### src/rtl/i2c_hold_watchdog_pkg.sv
package i2c_hold_watchdog_pkg;
  localparam int unsigned NUM_LINES = 2;
  typedef enum logic [0:0] {LINE_SCL = 1'b0, LINE_SDA = 1'b1} line_e;
  localparam int unsigned DEFAULT_LIMIT = 3_280_000;
endpackage

### src/rtl/xfer_window.sv
module xfer_window (
  input  logic clk,
  input  logic rst_n,
  input  logic start_evt,
  input  logic stop_evt,
  input  logic fire,
  output logic open_q
);
  always_ff @(posedge clk or negedge rst_n) begin
    if (!rst_n) begin
      open_q <= 1'b0;
    end else if (start_evt) begin
      open_q <= 1'b1;
    end else if (stop_evt || fire) begin
      open_q <= 1'b0;
    end
  end
endmodule

### src/rtl/low_run_counter.sv
module low_run_counter #(
  parameter int unsigned LIMIT_CYCLES = 16
) (
  input  logic clk,
  input  logic rst_n,
  input  logic clear,
  input  logic line_low,
  output logic hit
);
  localparam int unsigned CW = $clog2(LIMIT_CYCLES + 1);
  localparam logic [CW-1:0] LAST = CW'(LIMIT_CYCLES - 1);
  localparam logic [CW-1:0] TOP  = CW'(LIMIT_CYCLES);

  logic [CW-1:0] run_q;

  always_ff @(posedge clk or negedge rst_n) begin
    if (!rst_n) begin
      run_q <= '0;
    end else if (clear || !line_low) begin
      run_q <= '0;
    end else if (run_q != TOP) begin
      run_q <= run_q + 1'b1;
    end
  end

  assign hit = line_low && !clear && (run_q == LAST);
endmodule

### src/rtl/i2c_hold_watchdog.sv
module i2c_hold_watchdog
  import i2c_hold_watchdog_pkg::*;
#(
  parameter int unsigned LIMIT_CYCLES = DEFAULT_LIMIT
) (
  input  logic clk,
  input  logic rst_n,
  input  logic scl_in,
  input  logic sda_in,
  input  logic start_evt,
  input  logic stop_evt,
  input  logic slave_sda_pull,
  output logic sda_drive_low,
  output logic proto_reset,
  output logic timed_out
);
  logic                 xfer_open;
  logic                 fire;
  logic                 clear_runs;
  logic [NUM_LINES-1:0] line_low;
  logic [NUM_LINES-1:0] line_hit;

  assign line_low[LINE_SCL] = ~scl_in;
  assign line_low[LINE_SDA] = ~sda_in;
  assign clear_runs = !xfer_open || start_evt;

  for (genvar g = 0; g < NUM_LINES; g++) begin : g_line
    low_run_counter #(.LIMIT_CYCLES(LIMIT_CYCLES)) u_run (
      .clk      (clk),
      .rst_n    (rst_n),
      .clear    (clear_runs),
      .line_low (line_low[g]),
      .hit      (line_hit[g])
    );
  end

  assign fire = |line_hit;

  xfer_window u_window (
    .clk       (clk),
    .rst_n     (rst_n),
    .start_evt (start_evt),
    .stop_evt  (stop_evt),
    .fire      (fire),
    .open_q    (xfer_open)
  );

  always_ff @(posedge clk or negedge rst_n) begin
    if (!rst_n) begin
      proto_reset <= 1'b0;
      timed_out   <= 1'b0;
    end else begin
      proto_reset <= fire;
      if (start_evt) begin
        timed_out <= 1'b0;
      end else if (fire) begin
        timed_out <= 1'b1;
      end
    end
  end

  assign sda_drive_low = slave_sda_pull && !timed_out;
endmodule

### config.mk
export PLATFORM = sky130hd
export DESIGN_NAME = i2c_hold_watchdog
export DESIGN_NICKNAME = d
export VERILOG_FILES = /design/src/rtl/i2c_hold_watchdog_pkg.sv /design/src/rtl/xfer_window.sv /design/src/rtl/low_run_counter.sv /design/src/rtl/i2c_hold_watchdog.sv
export SDC_FILE = /design/constraint.sdc
export NUM_CORES = 1
export LEC_CHECK = 0
export ABC_AREA = 1
export BUFFER_PORTS_ARGS = -buffer_cell sky130_fd_sc_hd__buf_2
export CORE_AREA = 8 8 101 94
export CTS_CLUSTER_SIZE = 25
export DETAILED_ROUTE_END_ITERATION = 16
export DIE_AREA = 0 0 109 102
export SLEW_MARGIN = 15
export SYNTH_ARGS = -nofsm -noshare
export SYNTH_HDL_FRONTEND = slang
export SYNTH_SLANG_ARGS = --single-unit
### constraint.sdc
create_clock -name clk -period 1.8 [get_ports clk]
set_input_delay 0.27 -clock clk [delete_from_list [all_inputs] [get_ports clk]]
set_output_delay 0.27 -clock clk [all_outputs]
set_load 0.02 [all_outputs]
==> metrics <==
status finished, final reports clean; Port Buffers 9; full die area ~11,000 sq um; most frequent CP cell nand2_1; Worst Setup Start Kind flop; Worst Setup SP g_line[0].u_run.run_q[1]; CTS buffer count 5; Synth Area per Inst a little under 7 sq um; Worst-Margin Slew around 0.52 ns; Crit. End Element flop; Core ar. 7800 sq um; Filler cells approximately 800; GP Congestion about 0.84; Row Count 31; Tcrit/Tclk final between 80% and 90%; Peak Freq around 0.67 GHz; Final TNS setup 0 ns; CP Class reg -> reg; Post-Synthesis Cells approximately 430; leak pwr between 1 and 1.5 nW; Synth Area in XOR/XNOR ~1.5%; Final Hold Vio Count 0; deepest clock path buffer count 2; layout cell share with drive strength beyond 1 about an eighth; GRT met2 Usage 19.7%; io pins 10; largest net degree at the start of global routing 28; Congestion Overflow GR 0; Clk Latency, worst-skew pair between 0.3 and 0.4 ns; VDD IR max about 320 uV; Yosys reg bits 47; fraction of the mapped netlist area in compound gates 5.22%; share of the yosys chip area belonging to registers between 30% and 40%; wire length per cell ~13 microns; hold path start start_evt; crit path max fanout 7; Via Count approximately 2,700; clock group share of total power 44.5%; number of remaining DRC errors 0; sw power 0.438 mW; Distinct cells, synth 33; setup violators final 0; crit-path cells ha_1 > nand3_2 > nor2_8 > nand4_1 > nand2_1 > nand2_1 > nand2_1 > inv_1; adder-cell area share of the yosys netlist about 1.7%; CP max stage delay around 0.4 ns; Post-DP HPWL approximately 5400 microns; RR Startpoint g_line[0].u_run.run_q[1]; Sink Count between 40 and 50; WP data required ~2 ns; clk root buf clkbuf_8; area of the multi-input gates between 1500 and 2000 sq um; post-route cell area ~3300 sq um; Combinational Power Share 4.4%; vias per cell between 4 and 5; sequential share of power about 51%; cell family with most CP delay simple AND/OR/NAND/NOR gates; top cells by area, synth dfrtp_1, nand2_1, nor2_1; fin nets about 460; die height about 100 microns; power density over cell area ~630 nW/um^2; Overall Global Routing Usage between 10% and 20%; MaxCap Viol Count 0; DRT Wirelength ~6900 microns; Clock Skew slightly above 0.008 ns; most common cell after layout, fill and taps aside nand2_1; antenna violations before repair 0; vias in the first global route between 2,000 and 3,000; Seq. cell area approximately 1200 sq um; TritonRoute pass-1 iters 4; cell area after synthesis about 3000 sq um; GR Util met1 roughly 19%; CTS tree built; DRT iter0 DRCs 200; Ant. Diodes 0; multiplexer area fraction after synthesis 0%; leading area contributor after synthesis dfrtp_1; antenna-violating nets left 0; most frequent cells in the layout nand2_1, nor2_1, inv_1, dfrtp_1, nand3_1; Worst EP arrival 1.69 ns; Starting Density between 30% and 40%; layout overhead on the synthesized area 11.2%; slew margin rel. between 60% and 70%; die extent in x between 100 and 150 microns; total power approximately 2.1 mW; Pint 1.64 mW; largest family of logic cells by synthesized area simple AND/OR/NAND/NOR gates; area fraction in and, or, nand and nor cells after synthesis 44.4%; CTS clk-pin slew, worst paths ~0.090 ns; switching part of the total between 20% and 30%; HP Class in -> reg; Most Crowded Layer GR met2; Placed Area between 3000 and 4000 sq um; post-synth top area share 39.3%; Final min period 1.48 ns; CP max stage cell dfrtp_1; met3 Use GR about 2.5%; CP Buf/Inv Count 1; yosys warns 0; global-route wire length before repair about 12,000 microns; unrepaired setup endpoints after global routing false; synthesized net count between 400 and 500; H-Tree Depth 2; Pins Over Slew Limit 0
## power groups by stage
| stage | Combinational [mW] | Sequential (mW) | Clock [mW] |
|---|---|---|---|
| 6_report | 0.0914 | 1.06 | 0.926 |
| 5_1_grt | 0.104 | 1.07 | 0.989 |
| 4_1_cts | 0.0938 | 1.06 | 0.950 |
| 3_5_place_dp | 0.0918 | 1.09 | 0 |
| 3_3_place_gp | 0.0905 | 1.09 | 0 |
| 2_1_floorplan | 0.0431 | 1.09 | 0 |
## final timing paths
| kind | endpoint | slack [ns] | depth (start not counted) |
|---|---|---|---|
| worst max-delay path | g_line[0].u_run.run_q[18] | 0.32 | 8 |
| worst min-delay path | timed_out | 0.23 | 2 |
| worst max register to register | g_line[0].u_run.run_q[18] | 0.32 | 8 |
| worst min register to register | g_line[0].u_run.run_q[5] | 0.53 | 1 |
| max in group asynchronous | g_line[1].u_run.run_q[1] | 0.81 | 3 |
| min in group asynchronous | g_line[1].u_run.run_q[13] | 0.47 | 2 |
## state kept, by name, indices dropped and copies added, names as in the netlist
name                flops
timed_out               1
g_line.u_run.run_q     44
proto_reset             1
u_window.open_q         1
## Yosys cell counts (all sizes together)
cell type	count
nand2	115
nor2	115
inv	57
dfrtp	47
nand3	32
nand4	15
a21oi	13
o21ai	11
nor3	8
ha	4
buf	3
xor2	3
nand3b	2
nor3b	2
xnor2	2
a211oi	1
a22oi	1
a31oi	1
o211ai	1
o21bai	1
## cell families (layout without fill, tap and decap cells)
| family | count (synthesis) | in the layout |
|---|---|---|
| flip-flops | 47 | 47 |
| buffers and inverters | 60 | 79 |
| AND/OR/NAND/NOR | 289 | 289 |
| XOR/XNOR | 5 | 5 |
| adder cells (fa/ha/maj) | 4 | 4 |
| AO/OA/AOI/OAI | 29 | 29 |
## per-stage QoR
step / cells / util (%) / hold WS, ns / worst slack (ns)
2_1_floorplan: 434 / - / -0.0256 / 0.453
3_3_place_gp: 543 / 40.9 / 0.273 / 0.365
3_5_place_dp: 543 / 40.9 / 0.278 / 0.319
4_1_cts: 552 / 42.7 / 0.213 / 0.296
5_1_grt: 552 / 42.7 / 0.218 / 0.125
6_report: 552 / 42.7 / 0.227 / 0.316
## final cells by class
class	count	share of cell area, %
tap	99	3.72
timing repair buffer	14	2.93
sequential	47	35.3
multi-input combinational	327	47.6
clock inverter	2	1.80
clock buffer	6	2.18
inverter	57	6.43
## metal layers
layer / vias to the layer above / wire length (microns)
met4: 0 / 69
met1: 1268 / 3540
li1: 1407 / -
met2: 42 / 2950
met5: - / 0
met3: 6 / 348
## worst register-to-register path: stages, from the launching register on
cell	delay (ns)
dfrtp_1	0.41
ha_1	0.21
nand3_2	0.17
nor2_8	0.21
nand4_1	0.14
nand2_1	0.10
nand2_1	0.05
nand2_1	0.06
inv_1	0.03
## timing repair
action	CTS	global route
setup buffers	0	0
resized for setup	0	0
hold endpoints to repair	20	0
hold buffers	1	0
No activity file was read; power rests on OpenSTA's default activity.
